--- src/rtl/i2cm_pkg.sv ---
package i2cm_pkg;
  localparam int BYTE_W = 8;
  localparam int PAGE_W = 3;
  localparam int ADDR_W = PAGE_W + BYTE_W;
  localparam int CNT_W  = $clog2(BYTE_W + 1);

  typedef enum logic [3:0] {
    ST_IDLE,
    ST_DEV,
    ST_DEV_ACK,
    ST_WADR,
    ST_WADR_ACK,
    ST_WR,
    ST_WR_ACK,
    ST_RD,
    ST_RD_ACK
  } slv_state_e;
endpackage

--- src/rtl/i2cm_cond_det.sv ---
module i2cm_cond_det (
  input  logic clk_i,
  input  logic rst_ni,
  input  logic scl_i,
  input  logic sda_i,
  output logic scl_rise_o,
  output logic scl_fall_o,
  output logic start_o,
  output logic stop_o
);
  logic scl_q, sda_q;

  always_ff @(posedge clk_i or negedge rst_ni) begin
    if (!rst_ni) begin
      scl_q <= 1'b1;
      sda_q <= 1'b1;
    end else begin
      scl_q <= scl_i;
      sda_q <= sda_i;
    end
  end

  assign scl_rise_o = scl_i & ~scl_q;
  assign scl_fall_o = ~scl_i & scl_q;
  // data edges only count as conditions while SCL stays high
  assign start_o    = scl_i & scl_q & sda_q & ~sda_i;
  assign stop_o     = scl_i & scl_q & ~sda_q & sda_i;

  p_cond_excl_r1: assert property (@(posedge clk_i) disable iff (!rst_ni)
    $onehot0({scl_rise_o, scl_fall_o, start_o, stop_o}));
endmodule

--- src/rtl/i2cm_addr_latch.sv ---
module i2cm_addr_latch #(
  parameter int ADDR_W = 11,
  parameter int PAGE_W = 3
) (
  input  logic                       clk_i,
  input  logic                       rst_ni,
  input  logic                       load_page_i,
  input  logic [PAGE_W-1:0]          page_i,
  input  logic                       load_low_i,
  input  logic [ADDR_W-PAGE_W-1:0]   low_i,
  input  logic                       inc_i,
  output logic [ADDR_W-1:0]          addr_o
);
  localparam int LOW_W = ADDR_W - PAGE_W;

  logic [ADDR_W-1:0] addr_q;

  always_ff @(posedge clk_i or negedge rst_ni) begin
    if (!rst_ni) begin
      addr_q <= '0;
    end else if (inc_i) begin
      addr_q <= addr_q + 1'b1;
    end else begin
      if (load_page_i) addr_q[ADDR_W-1 -: PAGE_W] <= page_i;
      if (load_low_i)  addr_q[LOW_W-1:0]          <= low_i;
    end
  end

  assign addr_o = addr_q;

  p_wrap_r7: assert property (@(posedge clk_i) disable iff (!rst_ni)
    (inc_i && (addr_q == '1)) |=> (addr_q == '0));

  p_low_kept_r5: assert property (@(posedge clk_i) disable iff (!rst_ni)
    (load_page_i && !load_low_i && !inc_i) |=> (addr_q[LOW_W-1:0] == $past(addr_q[LOW_W-1:0])));
endmodule

--- src/rtl/i2c_mem_slave.sv ---
module i2c_mem_slave
  import i2cm_pkg::*;
#(
  parameter logic [PAGE_W-1:0] SEL_INV = 3'b010
) (
  input  logic              clk_i,
  input  logic              rst_ni,
  input  logic              scl_i,
  input  logic              sda_i,
  input  logic [2:0]        strap_i,
  input  logic              wp_i,
  output logic              sda_oe_o,
  output logic [ADDR_W-1:0] mem_addr_o,
  output logic [BYTE_W-1:0] mem_wdata_o,
  output logic              mem_we_o,
  input  logic [BYTE_W-1:0] mem_rdata_i
);
  localparam logic [CNT_W-1:0] CNT_FULL = CNT_W'(BYTE_W);
  localparam logic [CNT_W-1:0] CNT_LAST = CNT_W'(BYTE_W - 1);

  logic scl_rise, scl_fall, start_ev, stop_ev;

  slv_state_e        state_q;
  logic [CNT_W-1:0]  cnt_q;
  logic [BYTE_W-1:0] sr_q, tx_q;
  logic              rw_q, upper_q, oe_q, ack_seen_q, we_q, wr_inc_q;

  logic rx_state, byte_done, dev_hit, load_page, load_low, rd_inc;

  i2cm_cond_det u_cond (
    .clk_i      (clk_i),
    .rst_ni     (rst_ni),
    .scl_i      (scl_i),
    .sda_i      (sda_i),
    .scl_rise_o (scl_rise),
    .scl_fall_o (scl_fall),
    .start_o    (start_ev),
    .stop_o     (stop_ev)
  );

  assign rx_state  = (state_q == ST_DEV) || (state_q == ST_WADR) || (state_q == ST_WR);
  assign byte_done = scl_fall && (cnt_q == CNT_FULL);
  assign dev_hit   = sr_q[7] && (sr_q[6:4] == (strap_i ^ SEL_INV));
  assign load_page = (state_q == ST_DEV) && byte_done && dev_hit;
  assign load_low  = (state_q == ST_WADR) && byte_done;
  assign rd_inc    = (state_q == ST_RD) && scl_fall && (cnt_q == CNT_LAST);

  i2cm_addr_latch #(
    .ADDR_W (ADDR_W),
    .PAGE_W (PAGE_W)
  ) u_addr (
    .clk_i       (clk_i),
    .rst_ni      (rst_ni),
    .load_page_i (load_page),
    .page_i      (sr_q[3:1]),
    .load_low_i  (load_low),
    .low_i       (sr_q),
    .inc_i       (rd_inc | wr_inc_q),
    .addr_o      (mem_addr_o)
  );

  always_ff @(posedge clk_i or negedge rst_ni) begin
    if (!rst_ni) begin
      state_q    <= ST_IDLE;
      cnt_q      <= '0;
      sr_q       <= '0;
      tx_q       <= '0;
      rw_q       <= 1'b0;
      upper_q    <= 1'b0;
      oe_q       <= 1'b0;
      ack_seen_q <= 1'b0;
      we_q       <= 1'b0;
      wr_inc_q   <= 1'b0;
    end else begin
      we_q     <= 1'b0;
      wr_inc_q <= 1'b0;
      if (start_ev) begin
        state_q <= ST_DEV;
        cnt_q   <= '0;
        oe_q    <= 1'b0;
      end else if (stop_ev) begin
        state_q <= ST_IDLE;
        oe_q    <= 1'b0;
      end else begin
        if (rx_state && scl_rise && (cnt_q != CNT_FULL)) begin
          sr_q  <= {sr_q[BYTE_W-2:0], sda_i};
          cnt_q <= cnt_q + 1'b1;
        end
        unique case (state_q)
          ST_IDLE: ;
          ST_DEV: begin
            if (byte_done) begin
              cnt_q <= '0;
              if (dev_hit) begin
                rw_q    <= sr_q[0];
                upper_q <= sr_q[3];
                oe_q    <= 1'b1;
                state_q <= ST_DEV_ACK;
              end else begin
                state_q <= ST_IDLE;
              end
            end
          end
          ST_WADR: begin
            if (byte_done) begin
              cnt_q   <= '0;
              oe_q    <= 1'b1;
              state_q <= ST_WADR_ACK;
            end
          end
          ST_WR: begin
            if (byte_done) begin
              cnt_q    <= '0;
              oe_q     <= 1'b1;
              state_q  <= ST_WR_ACK;
              we_q     <= !(wp_i && upper_q);
              wr_inc_q <= 1'b1;
            end
          end
          ST_DEV_ACK: begin
            if (scl_fall) begin
              if (rw_q) begin
                tx_q    <= mem_rdata_i;
                oe_q    <= ~mem_rdata_i[BYTE_W-1];
                cnt_q   <= '0;
                state_q <= ST_RD;
              end else begin
                oe_q    <= 1'b0;
                state_q <= ST_WADR;
              end
            end
          end
          ST_WADR_ACK, ST_WR_ACK: begin
            if (scl_fall) begin
              oe_q    <= 1'b0;
              state_q <= ST_WR;
            end
          end
          ST_RD: begin
            if (scl_fall) begin
              if (cnt_q == CNT_LAST) begin
                cnt_q   <= '0;
                oe_q    <= 1'b0;
                state_q <= ST_RD_ACK;
              end else begin
                tx_q  <= {tx_q[BYTE_W-2:0], 1'b0};
                oe_q  <= ~tx_q[BYTE_W-2];
                cnt_q <= cnt_q + 1'b1;
              end
            end
          end
          ST_RD_ACK: begin
            if (scl_rise) ack_seen_q <= ~sda_i;
            if (scl_fall) begin
              if (ack_seen_q) begin
                tx_q    <= mem_rdata_i;
                oe_q    <= ~mem_rdata_i[BYTE_W-1];
                cnt_q   <= '0;
                state_q <= ST_RD;
              end else begin
                state_q <= ST_IDLE;
              end
            end
          end
          default: state_q <= ST_IDLE;
        endcase
      end
    end
  end

  assign sda_oe_o    = oe_q;
  assign mem_we_o    = we_q;
  assign mem_wdata_o = sr_q;

  p_oe_scl_low_r8: assert property (@(posedge clk_i) disable iff (!rst_ni)
    !$stable(sda_oe_o) |-> !scl_i);

  p_we_pulse_r9: assert property (@(posedge clk_i) disable iff (!rst_ni)
    mem_we_o |=> !mem_we_o);

  p_start_abort_r1: assert property (@(posedge clk_i) disable iff (!rst_ni)
    start_ev |=> ((state_q == ST_DEV) && (cnt_q == '0)));

  p_idle_release_r3: assert property (@(posedge clk_i) disable iff (!rst_ni)
    (state_q == ST_IDLE) |-> !sda_oe_o);

  p_we_in_write_r10: assert property (@(posedge clk_i) disable iff (!rst_ni)
    mem_we_o |-> (state_q == ST_WR_ACK));
endmodule

--- config.mk ---
export PLATFORM = sky130hd
export DESIGN_NAME = i2c_mem_slave
export DESIGN_NICKNAME = d
export VERILOG_FILES = /design/src/rtl/i2cm_pkg.sv /design/src/rtl/i2cm_cond_det.sv /design/src/rtl/i2cm_addr_latch.sv /design/src/rtl/i2c_mem_slave.sv
export SDC_FILE = /design/constraint.sdc
export NUM_CORES = 1
export LEC_CHECK = 0
export ABC_AREA = 1
export BUFFER_PORTS_ARGS = -buffer_cell sky130_fd_sc_hd__buf_2
export CORE_AREA = 2 2 98 81
export DETAILED_ROUTE_END_ITERATION = 6
export DIE_AREA = 0 0 100 83
export PLACE_DENSITY = 0.53
export SLEW_MARGIN = 20
export SYNTH_ARGS = -nofsm -noshare
export SYNTH_HDL_FRONTEND = slang
export SYNTH_SLANG_ARGS = --single-unit
--- constraint.sdc ---
create_clock -name clk_i -period 1.75 [get_ports clk_i]
set_input_delay 0.35 -clock clk_i [delete_from_list [all_inputs] [get_ports clk_i]]
set_output_delay 0.35 -clock clk_i [all_outputs]
set_load 0.02 [all_outputs]
==> summary.md, run 1 <==
| Metric | Value |
|---|---|
| Crit. End Element | `flip-flop` |
| Synth-to-layout area growth | `21.9%` |
| Crit path cell chain | `ha_2, nand3b_1, a22oi_1, nand2_2, o21ai_4, inv_2, nand2_1, nand2_1` |
| Gate count after technology mapping | `approximately 320` |
| Post-Layout Cell Count | `467` |
| Clk_lat worst skew | `0.32 ns` |
| Antenna cell count | `0` |
| Ys async rst share | `100%` |
| Layout Nets | `approximately 400` |
| Net Sw Power | `0.912 mW` |
| Share of cells above drive strength 1 | `29.7%` |
| Site Rows | `28` |
| Vias/cell | `4.92` |
| Top-count cell post-synth | `nand2_1` |
| Initial Utilization | `~34%` |
| DP HPWL | `4630 um` |
| Slowest Stage Delay on Critical Path | `around 0.42 ns` |
| Worst slew pin tran | `0.449 ns` |
| Hold Fails Final Rpt | `0` |
| IO buf count | `36` |
| Tmin final | `~1.7 ns` |
| Post-synthesis xor/xnor area fraction | `2.09%` |
| CTS Buffer Depth | `2` |
| Clock buffer count from CTS | `5` |
| Largest net degree at the start of global routing | `27` |
| Sum Neg Setup Slack | `0 ns` |
| CTS tree | `yes` |
| Placeable Area | `7290 um2` |
| Fmax | `585 MHz` |
| Htree depth | `2` |
| Unrepaired setup endpoints after global routing | `true` |
| Placed Cells | `453` |
| Power Density | `810 nW/um2` |
| First-pass GRT wire length | `approximately 10000 um` |
| Power share of the clock group | `28.8%` |
| Flop pwr share | `between 40% and 50%` |
| Post-Synth Adder-Cell Area | `1.49%` |
| Number of flops mapped to enable cells by yosys | `0` |
| Placer Congestion | `0.860` |
| Post-Route Utilization | `42.0%` |
| Total I/O pin count | `37` |
| Hold crit path type | `input port to flip-flop` |
| Commonest cells post-synth | `83 x nand2_1, 40 x dfrtp_1, 31 x nor2_1` |
| Gr usage total | `roughly 15%` |
| CP most frequent cell | `nand2_1` |
| Cell Area, Synth | `2510 um2` |
| Final Skew | `0.0145 ns` |
| CP max stage cell | `dfrtp_1` |
| Worst relative slew slack | `70.1%` |
| CP arrival | `1.91 ns` |
| Register area share after synthesis | `42.0%` |
| Synthesized Nets | `~340` |
| Ys Warns | `0` |
| Routed WL | `6200 um` |
| Comb power frac | `23.7%` |
| Die area | `8300 um2` |
| Crit path required time | `1.95 ns` |
| DRT Pass-1 Iters | `4` |
| Total power after layout | `roughly 2.5 mW` |
| Main combinational cell family by area after synthesis | `simple AND/OR/NAND/NOR gates` |
| DRT antenna net count | `0` |
| Clk sinks | `42` |
| Syn avg cell area | `7.77 um2` |
| Post-synth top area share | `39.9%` |
| Critical path class | `flip-flop to flip-flop` |
| Routed wire per std cell | `13.3 um` |
| Setup-failing EPs final | `0` |
| Max VDD drop | `0.334 mV` |
| Compound-Gate Fraction of Synth Area | `13.6%` |
| Synth Area in Simple Gates | `31.4%` |
| Vias in the first global route | `about 2200` |
| Worst Path Max Fanout | `4` |
| Die width | `100 um` |
| Initial antenna violation count | `0` |
| FF+latch count, synth | `42` |
| Max-cap violation count | `0` |
| Max-slew violations | `0` |
| Status | `finished clean` |
| DRC | `0` |
| Vias | `2296` |
| Final critical-path share of the clock period | `between 90% and 100%` |
| Leading area contributor after synthesis | `dfrtp_1` |
| Synth Flop Type | `dfrtp_1` |
| Top cells by area, synth | `dfrtp_1 40%, nand2_1 12%, nand3_1 6.0%` |
| Net Sw Frac | `about 37%` |
| Clk pin slew, worst setup/hold paths | `0.09 ns` |
| Clock root cell | `clkbuf_8` |
| Remaining Overflow, GRT | `0` |
| Die Y | `83 um` |
| Worst setup SP type | `flip-flop` |
| Post-synthesis mux area share | `2.39%` |
| Synth cell types | `36` |
| Pleak | `1.55 nW` |
| Detailed router's first-iteration violation count | `156` |
| P_int | `1.57 mW` |
## metrics by stage
step | hold slack, ns | setup WS (ns) | cell area (um2)
5_1_grt | 0.161 | -0.0774 | 3060
2_1_floorplan | 0.0544 | 0.166 | 2510
4_1_cts | 0.160 | 0.0114 | 2950
3_3_place_gp | 0.318 | 0.0159 | 2840
6_report | 0.168 | 0.0412 | 3060
3_5_place_dp | 0.319 | -0.0515 | 2840
## critical path, delay by kind of cell, from the launching register on
kind,cells,cell delay (ns)
AO/OA/AOI/OAI,2,0.49
adder cells (fa/ha/maj),1,0.21
buffers and inverters,1,0.05
flip-flops,1,0.42
AND/OR/NAND/NOR,4,0.42
## flip-flops by register name (all words and copies together), names as in the netlist
signal         cells
u_cond.scl_q       1
sda_oe_o           1
upper_q            1
rw_q               1
wr_inc_q           1
mem_we_o           1
tx_q               7
u_cond.sda_q       1
u_addr.addr_o     11
state_q            4
ack_seen_q         1
mem_wdata_o        8
cnt_q              4
## power groups by stage
stage | clock, mW | sequential [mW] | combinational (mW)
after detailed placement | 0 | 1.19 | 0.570
after global routing | 0.780 | 1.19 | 0.655
after floorplan | 0 | 1.28 | 0.245
final | 0.715 | 1.18 | 0.587
after CTS | 0.744 | 1.18 | 0.573
after global placement | 0 | 1.19 | 0.567
## layer usage
layer	track usage, %	wire length, um	up-vias
met4	3.74	53	0
met2	24.3	2830	52
met5	0	0	-
li1	-	-	1162
met1	21.9	3020	1075
met3	3.03	299	7
## path summary, 6_finish.rpt
check / cells after the start / slack (ns) / start / end
setup / recovery: 8 / 0.04 / cnt_q[0] / state_q[1]
hold / removal: 1 / 0.17 / sda_i / u_cond.sda_q
setup reg to reg: 8 / 0.04 / cnt_q[0] / state_q[1]
hold reg to reg: 1 / 0.46 / upper_q / mem_we_o
max in group asynchronous: 3 / 0.73 / rst_ni / state_q[0]
min in group asynchronous: 2 / 0.51 / rst_ni / mem_wdata_o[6]
## cell usage in the layout (no fill, tap or decap), drive strengths merged, types with 2 or more instances in the layout
cell | synthesis | layout
nand3b | 3 | 3
a21oi | 14 | 14
buf | 4 | 49
nor2 | 39 | 39
nand4 | 2 | 2
o211ai | 5 | 5
dfrtp | 40 | 40
clkbuf | 0 | 5
nand2 | 95 | 95
nand3 | 30 | 30
ha | 3 | 3
o21ai | 25 | 25
nor3 | 2 | 2
dfstp | 2 | 2
o221ai | 3 | 3
inv | 37 | 39
o22ai | 2 | 2
xor2 | 3 | 3
mux2i | 6 | 6
xnor2 | 3 | 3
## cells by family (layout without fill, tap and decap cells)
logic type	count (synthesis)	in the layout
compound gates	53	53
xor+xnor	6	6
fa+ha+maj	3	3
buf+inv	41	95
flops	42	42
mux	6	6
simple gates	172	172
## final cells by class
type	instances	area (um2)
Fill cell	759	4230
Multi-Input combinational cell	240	1340
Sequential cell	42	1050
Timing Repair Buffer	50	313
Inverter	37	141
Tap cell	90	113
Clock buffer	5	68.8
Clock inverter	3	28.8
## what timing repair did
item | CTS | global route
buffers inserted | 0 | 5
pin swaps | 0 | 5
resized for setup | 1 | 21
cloned | 0 | 0
hold buffers | 1 | 0
endpoints found under the setup margin | 6 | 31
endpoints found under the hold margin | 14 | 0
Power figures use the tool's default switching activity.
==> run 2: changes to the inputs <==
--- a/config.mk
+++ b/config.mk
@@ -7,11 +7,12 @@
 export LEC_CHECK = 0
 export ABC_AREA = 1
 export BUFFER_PORTS_ARGS = -buffer_cell sky130_fd_sc_hd__buf_2
-export CORE_AREA = 2 2 98 81
+export CORE_AREA = 2 2 104 86
 export DETAILED_ROUTE_END_ITERATION = 6
-export DIE_AREA = 0 0 100 83
-export PLACE_DENSITY = 0.53
+export DIE_AREA = 0 0 106 88
+export PLACE_DENSITY = 0.52
 export SLEW_MARGIN = 20
 export SYNTH_ARGS = -nofsm -noshare
 export SYNTH_HDL_FRONTEND = slang
+export SYNTH_HIERARCHICAL = 1
 export SYNTH_SLANG_ARGS = --single-unit
==> run 2 against run 1 <==
  * Utilization up 3.1 points
  * Non-clock buffer count up 24
  * First-iteration DRC count down 15%
  * Global-route usage up 1.0 points
  * Synthesized cell count up 28%
  * Design area up 22%
  * Fmax down 1.5%
  * Die area up 12%
  * Worst setup slack worse by 0.027 ns
  * Power up 21%
  * Clock skew down 0.0072 ns
  * Critical path type unchanged
  * Largest cell class unchanged
  * Highest routed layer unchanged
==> summary.md, run 2 <==
| Metric | Value |
|---|---|
| CP arrival | `1.97 ns (+0.06 ns)` |
| Total I/O pin count | `37 (unchanged)` |
| Final critical-path share of the clock period | `99.2% (+1.5 points)` |
| Post-placement cell area | `3320 um2 (+17%)` |
| Most common cell after layout, fill and taps aside | `nand2_1` |
| Flop pwr share | `40.8% (-6.7 points)` |
| Net Sw Power | `0.998 mW (+9.5%)` |
| R2r startpoint | `u_cond/scl_q` |
| Worst slew pin tran | `0.333 ns (-0.117 ns)` |
| Htree depth | `2 (unchanged)` |
| Hold Fails Final Rpt | `0 (unchanged)` |
| Post-Layout Cell Count | `603 (+29%)` |
| Cell area after layout | `3740 um2 (+22%)` |
| Clock root cell | `clkbuf_8` |
| Min Hold Slack | `0.0197 ns (-0.148 ns)` |
| Share of cells above drive strength 1 | `34.6% (+4.9 points)` |
| Power Density | `803 nW/um2 (-0.79%)` |
| Crit path cell chain | `inv_2, nor2_2, buf_6, nand2_2, nand3_2, nand2_2, nor2_4, and3_4, nand2_1, o21ai_2` |
| IO buf count | `36 (unchanged)` |
| First-pass GRT wire length | `12300 um (+18%)` |
| Placed Cells | `584 (+29%)` |
| Ys Warns | `6 (+6)` |
| Synth cell types | `35 (-2.8%)` |
| Commonest cells post-synth | `150 x nand2_1, 47 x inv_1, 41 x nor2_1` |
| Cell Area, Synth | `2820 um2 (+12%)` |
| Crit path required time | `1.98 ns (+0.03 ns)` |
| Gate count after technology mapping | `414 (+28%)` |
| Die Y | `88 um (+6.0%)` |
| DRT antenna net count | `0 (unchanged)` |
| Clk sinks | `42 (unchanged)` |
| Top cells by area, synth | `dfrtp_1 36%, nand2_1 20%, inv_1 6.3%` |
| Max VDD drop | `0.465 mV (+39%)` |
| Tmin final | `1.74 ns (+0.0268 ns)` |
| Final Skew | `0.00737 ns (-0.00718 ns)` |
| Post-Route Utilization | `45.1% (+3.1 points)` |
| Met1 Resource Use GR | `24.6% (+2.8 points)` |
| Net Sw Frac | `33.2% (-3.5 points)` |
| CTS tree | `yes` |
| Clk_lat worst skew | `0.30 ns (-0.02 ns)` |
| Synth Flop Type | `dfrtp_1` |
| DP HPWL | `5510 um (+19%)` |
| Initial Utilization | `34.0% (-0.49 points)` |
| Setup-failing EPs final | `0 (unchanged)` |
| Initial antenna violation count | `0 (unchanged)` |
| Vias/cell | `4.64 (-5.7%)` |
| CTS Buffer Depth | `2 (unchanged)` |
| Crit path from | `u_cond/scl_q` |
| Clock buffer count from CTS | `5 (unchanged)` |
| Pleak | `2.00 nW (+29%)` |
| Max FFs per register | `11 (unchanged)` |
| Antenna cell count | `0 (unchanged)` |
| DRT Pass-1 Iters | `4 (unchanged)` |
| Comb power frac | `27.0% (+3.3 points)` |
| P_int | `2.01 mW (+28%)` |
| Die area | `9330 um2 (+12%)` |
| Remaining Overflow, GRT | `0 (unchanged)` |
| Site Rows | `30 (+7.1%)` |
| CP max stage cell | `dfstp_2` |
| Max-cap violation count | `0 (unchanged)` |
| Worst Path Max Fanout | `8 (+4)` |
| Placeable Area | `8300 um2 (+14%)` |
| Syn avg cell area | `6.81 um2 (-12%)` |
| Fmax | `576 MHz (-1.5%)` |
| Power share of the clock group | `32.2% (+3.4 points)` |
| Critical path class | `flip-flop to flip-flop` |
| FF+latch count, synth | `42 (unchanged)` |
| Vias in the first global route | `2637 (+20%)` |
| Met3 Use GR | `2.75% (-0.28 points)` |
| Synthesized Nets | `433 (+27%)` |
| Hold crit path type | `input port to asynchronous set/reset pin` |
| Die width | `106 um (+6.0%)` |
| Leading area contributor after synthesis | `dfrtp_1` |
| Placer Congestion | `0.925 (+7.5%)` |
| Worst relative slew slack | `77.7% (+7.7 points)` |
| GR met2 Demand/Resource | `25.2% (+0.90 points)` |
| Post-synth top area share | `35.5% (-4.3 points)` |
| DRC | `0 (unchanged)` |
| Routed wire per std cell | `12.5 um (-6.0%)` |
| Max-slew violations | `0 (unchanged)` |
| Vias | `2796 (+22%)` |
| Status | `finished clean` |
| Number of flops mapped to enable cells by yosys | `0 (unchanged)` |
| Ys async rst share | `100% (unchanged)` |
| Synth-to-layout area growth | `32.8%` |
| Cts hold-fix bufs | `0 (-1)` |
| Clk pin slew, worst setup/hold paths | `0.09 ns (about the same)` |
| Unrepaired setup endpoints after global routing | `true` |
| Layout Nets | `509 (+29%)` |
| Detailed router's first-iteration violation count | `133 (-15%)` |
| CP most frequent cell | `nand2_2` |
| Register area share after synthesis | `37.4% (-4.6 points)` |
| Crit. End Element | `flip-flop` |
| Gr busiest metal | `met2` |
| Gr usage total | `16.4% (+1.0 points)` |
| Most frequent cells in the layout | `133 x nand2_1, 42 x inv_1, 39 x dfrtp_1` |
| Largest net degree at the start of global routing | `43 (+59%)` |
| Slowest Stage Delay on Critical Path | `0.54 ns (+0.12 ns)` |
| Routed WL | `7520 um (+21%)` |
| Worst setup SP type | `flip-flop` |
| Top-count cell post-synth | `nand2_1` |
-- run 2: repair_timing --
action | CTS | global route
setup buffers | 3 | 7
pin swaps | 1 | 23
endpoints found under the setup margin | 12 | 34
gates cloned | 1 | 0
gates resized for setup | 5 | 56
-- run 2: final timing paths --
kind / end / slack [ns] / cells after the start
max: tx_q[1] / 0.01 / 10
min reg2reg: mem_we_o / 0.47 / 1
max in group asynchronous: u_cond/sda_q / 1.47 / 2
min in group clk_i: u_cond/scl_q / 0.18 / 1
min: cnt_q[3] / 0.02 / 2
max reg2reg: tx_q[1] / 0.01 / 10
-- run 2: kinds of logic (layout without fill, tap and decap cells) --
kind of cell	after synthesis	count (layout)	share of synthesized area, %
and+or+nand+nor	262	263	42.1
buffers and inverters	58	134	8.61
xor gates and xnor gates	1	1	0.311
adders and majority gates	3	3	1.33
AOI/OAI and AO/OA	48	48	10.3
DFF	42	42	37.4
-- run 2: power by group through the flow --
stage / Combinational, mW / Sequential (mW) / Clock (mW)
6_report: 0.812 / 1.23 / 0.967
5_1_grt: 0.909 / 1.24 / 1.03
4_1_cts: 0.715 / 1.21 / 1.00
3_5_place_dp: 0.688 / 1.23 / 0
3_3_place_gp: 0.676 / 1.24 / 0
2_1_floorplan: 0.319 / 1.29 / 0
-- run 2: per-stage QoR --
step / setup WS, ns / TNS (ns) / total power, mW
after floorplan: 0.0235 / 0 / 1.61
after global placement: -0.0760 / -0.179 / 1.91
after detailed placement: -0.0660 / -0.210 / 1.92
after CTS: 0.0148 / 0 / 2.93
after global routing: -0.0774 / -0.630 / 3.19
final: 0.0145 / 0 / 3.01
-- run 2: metal layers --
layer	wire [um]	vias up	part of all wire (%)
met5	0	-	0
met2	3260	40	43
li1	-	1458	-
met4	47	0	0.62
met3	267	7	3.6
met1	3950	1291	52
-- run 2: cell type report --
class                           count  area, um2
Clock inverter                      2       60.1
Fill cell                         843       4550
Sequential cell                    42       1050
Multi-Input combinational cell    315       1710
Timing Repair Buffer               74        493
Clock buffer                        6       82.6
Tap cell                          112        140
Inverter                           52        198
-- run 2: critical path: cells and delay by family, from the launching register on --
| kind | cells | cell delay (ns) |
|---|---|---|
| flops | 1 | 0.54 |
| buf+inv | 2 | 0.19 |
| compound gates | 1 | 0.05 |
| simple gates | 7 | 0.88 |
==> run 3: changes to the inputs <==
--- a/config.mk
+++ b/config.mk
@@ -10,7 +10,7 @@
 export CORE_AREA = 2 2 104 86
 export DETAILED_ROUTE_END_ITERATION = 6
 export DIE_AREA = 0 0 106 88
-export PLACE_DENSITY = 0.52
+export PLACE_DENSITY_LB_ADDON = 0.2
 export SLEW_MARGIN = 20
 export SYNTH_ARGS = -nofsm -noshare
 export SYNTH_HDL_FRONTEND = slang
==> run 3 against run 2 <==
  * Sequential power is essentially flat
  * Non-clock buffer count did not move
  * Final cell count is the same
  * Critical path type unchanged
  * Critical endpoint is now state_q[0]
  * Largest power group unchanged
==> summary.md, run 3 (same netlist as run 2, synthesis figures left out) <==
| Metric | Value |
|---|---|
| Slowest Stage Delay on Critical Path | `0.45 ns (-0.09 ns)` |
| Routed wire per std cell | `12.7 um (+1.9%)` |
| Layout Nets | `509 (unchanged)` |
| Reg area | `1060 um2 (+0.36%)` |
| Final Skew | `0.00952 ns (+0.00216 ns)` |
| Most frequent cells in the layout | `143 x nand2_1, 41 x inv_1, 36 x dfrtp_1, 36 x buf_2, 34 x buf_4` |
| Max-slew violations | `0 (unchanged)` |
| Status | `finished clean` |
| DRC | `0 (unchanged)` |
| CP max stage cell | `dfrtp_2` |
| Placeable Area | `8300 um2 (unchanged)` |
| Final WS setup | `0.0869 ns (+0.0725 ns)` |
| IO buf count | `36 (unchanged)` |
| Clk sinks | `42 (unchanged)` |
| Synth-to-layout area growth | `30.9%` |
| Detailed router's first-iteration violation count | `133 (unchanged)` |
| CTS tree | `yes` |
| Min Hold Slack | `0.0103 ns (-0.00933 ns)` |
| Worst setup SP type | `flip-flop` |
| Initial Utilization | `34.0% (unchanged)` |
| Top delay family on crit path | `simple AND/OR/NAND/NOR gates` |
| First-pass GRT wire length | `12200 um (-0.39%)` |
| Post-Route Utilization | `44.4% (-0.65 points)` |
| Die width | `106 um (unchanged)` |
| Power Density | `736 nW/um2 (-8.4%)` |
| Vias in the first global route | `2592 (-1.7%)` |
| Htree depth | `2 (unchanged)` |
| Total I/O pin count | `37 (unchanged)` |
| Vias | `2812 (+0.57%)` |
| Post-placement cell area | `3330 um2 (+0.45%)` |
| Hold Fails Final Rpt | `0 (unchanged)` |
| Antenna cell count | `0 (unchanged)` |
| Site Rows | `30 (unchanged)` |
| Cell area after layout | `3690 um2 (-1.4%)` |
| Routed WL | `7670 um (+1.9%)` |
| Hold crit path type | `input port to asynchronous set/reset pin` |
| Clock buffer count from CTS | `5 (unchanged)` |
| Share of cells above drive strength 1 | `33.6% (-1.0 points)` |
| Worst slew pin tran | `0.303 ns (-0.0298 ns)` |
| Fill cells | `894 (+6.0%)` |
| DP HPWL | `5660 um (+2.6%)` |
| Final critical-path share of the clock period | `95.0% (-4.1 points)` |
| Die Y | `88 um (unchanged)` |
| Gr usage total | `16.4% (-0.079 points)` |
| Clk_lat worst skew | `0.30 ns (about the same)` |
| CP arrival | `1.85 ns (-0.12 ns)` |
| Worst Path Max Fanout | `6 (-2)` |
| Clk pin slew, worst setup/hold paths | `0.09 ns (about the same)` |
| Pleak | `1.97 nW (-1.7%)` |
| Initial antenna violation count | `0 (unchanged)` |
| Fmax | `601 MHz (+4.4%)` |
| Clock root cell | `clkbuf_8` |
| Unrepaired setup endpoints after global routing | `true` |
| Critical path class | `flip-flop to flip-flop` |
| Remaining Overflow, GRT | `0 (unchanged)` |
| Tmin final | `1.66 ns (-0.0725 ns)` |
| Worst relative slew slack | `79.7% (+2.0 points)` |
| Setup-failing EPs final | `0 (unchanged)` |
| Largest net degree at the start of global routing | `43 (unchanged)` |
| Crit path cell chain | `inv_2, ha_4, nand2_4, nor2_4, nand2_4, nand2_2, nand4_1, nor2_4, nor2_4, nand2_1, nand2_1` |
| Vias/cell | `4.66 (+0.57%)` |
| Cts hold-fix bufs | `0 (unchanged)` |
| Crit. End Element | `flip-flop` |
| CTS Buffer Depth | `2 (unchanged)` |
| Worst slack at placement | `-0.0392 ns (+0.0268 ns)` |
| Placer Congestion | `0.910 (-1.6%)` |
| Multi-input gate area | `1710 um2 (-0.36%)` |
| Max VDD drop | `0.365 mV (-22%)` |
| Most common cell after layout, fill and taps aside | `nand2_1` |
| CP most frequent cell | `nor2_4` |
| Die area | `9330 um2 (unchanged)` |
| WP buf/inv | `1 (-1)` |
| DRT Pass-1 Iters | `4 (unchanged)` |
| Max-cap violation count | `0 (unchanged)` |
| Max FFs per register | `11 (unchanged)` |
| DRT antenna net count | `0 (unchanged)` |
| Crit path required time | `1.94 ns (-0.04 ns)` |
## run 3: cell count changes in the layout (fill, tap and decap cells not counted), moves of 3 or more
cell and delta:
nor2_4 +4, nand2_2 -10, dfrtp_2 +3, dfrtp_1 -3
nand2_1 +10
## run 3: worst register-to-register path, stage by stage (launching register included)
cell and delay (ns):
dfrtp_2 0.45, inv_2 0.09, ha_4 0.14, nand2_4 0.05, nor2_4 0.15, nand2_4 0.10, nand2_2 0.08, nand4_1 0.13
nor2_4 0.20, nor2_4 0.07, nand2_1 0.05, nand2_1 0.05
## run 3: final timing paths
path	depth (start not counted)	end	slack (ns)	startpoint
worst max-delay path	11	state_q[0]	0.09	cnt_q[0]
worst min-delay path	2	tx_q[2]	0.01	rst_ni
worst max register to register	11	state_q[0]	0.09	cnt_q[0]
worst min register to register	1	mem_we_o	0.45	upper_q
max in group asynchronous	2	u_cond/sda_q	1.45	rst_ni
min in group clk_i	1	u_cond/sda_q	0.19	sda_i
## run 3: timing repair
| item | 4_1_cts | 5_1_grt |
|---|---|---|
| resized for setup | 2 | 58 |
| gates cloned | 0 | 1 |
| endpoints found under the setup margin | 4 | 30 |
| pin swaps | 0 | 25 |
| buffers inserted | 0 | 8 |
## run 3: layer usage
metal | global-route usage [%] | share of wire [%] | vias up | wire [um]
met1 | 23.8 | 53 | 1304 | 4040
li1 | - | - | 1460 | -
met4 | 4.31 | 0.86 | 0 | 66
met5 | 0 | 0 | - | 0
met3 | 2.60 | 2.9 | 4 | 220
met2 | 25.5 | 44 | 44 | 3340
## run 3: through the flow
step	TNS [ns]	power [mW]	std cells
3_5_place_dp	-0.0444	1.93	586
4_1_cts	0	2.62	594
3_3_place_gp	-0.0170	1.92	586
5_1_grt	-0.172	2.89	603
6_report	0	2.71	603
2_1_floorplan	0	1.61	414
## run 3: report_power, final
group          leakage (nW)  internal (mW)  switching, mW
clock network        0.0472          0.318          0.357
logic                  1.41          0.331          0.493
registers             0.508           1.07          0.141
total                  1.97           1.72          0.991
## run 3: cell type report
type,instances,area share (%)
multi-input cells,315,46.3
flip-flops and latches,42,28.7
repair buffers,74,13.3
inverters,52,5.36
well taps,112,3.80
clock buffers,6,2.24
clock inverters,2,0.339
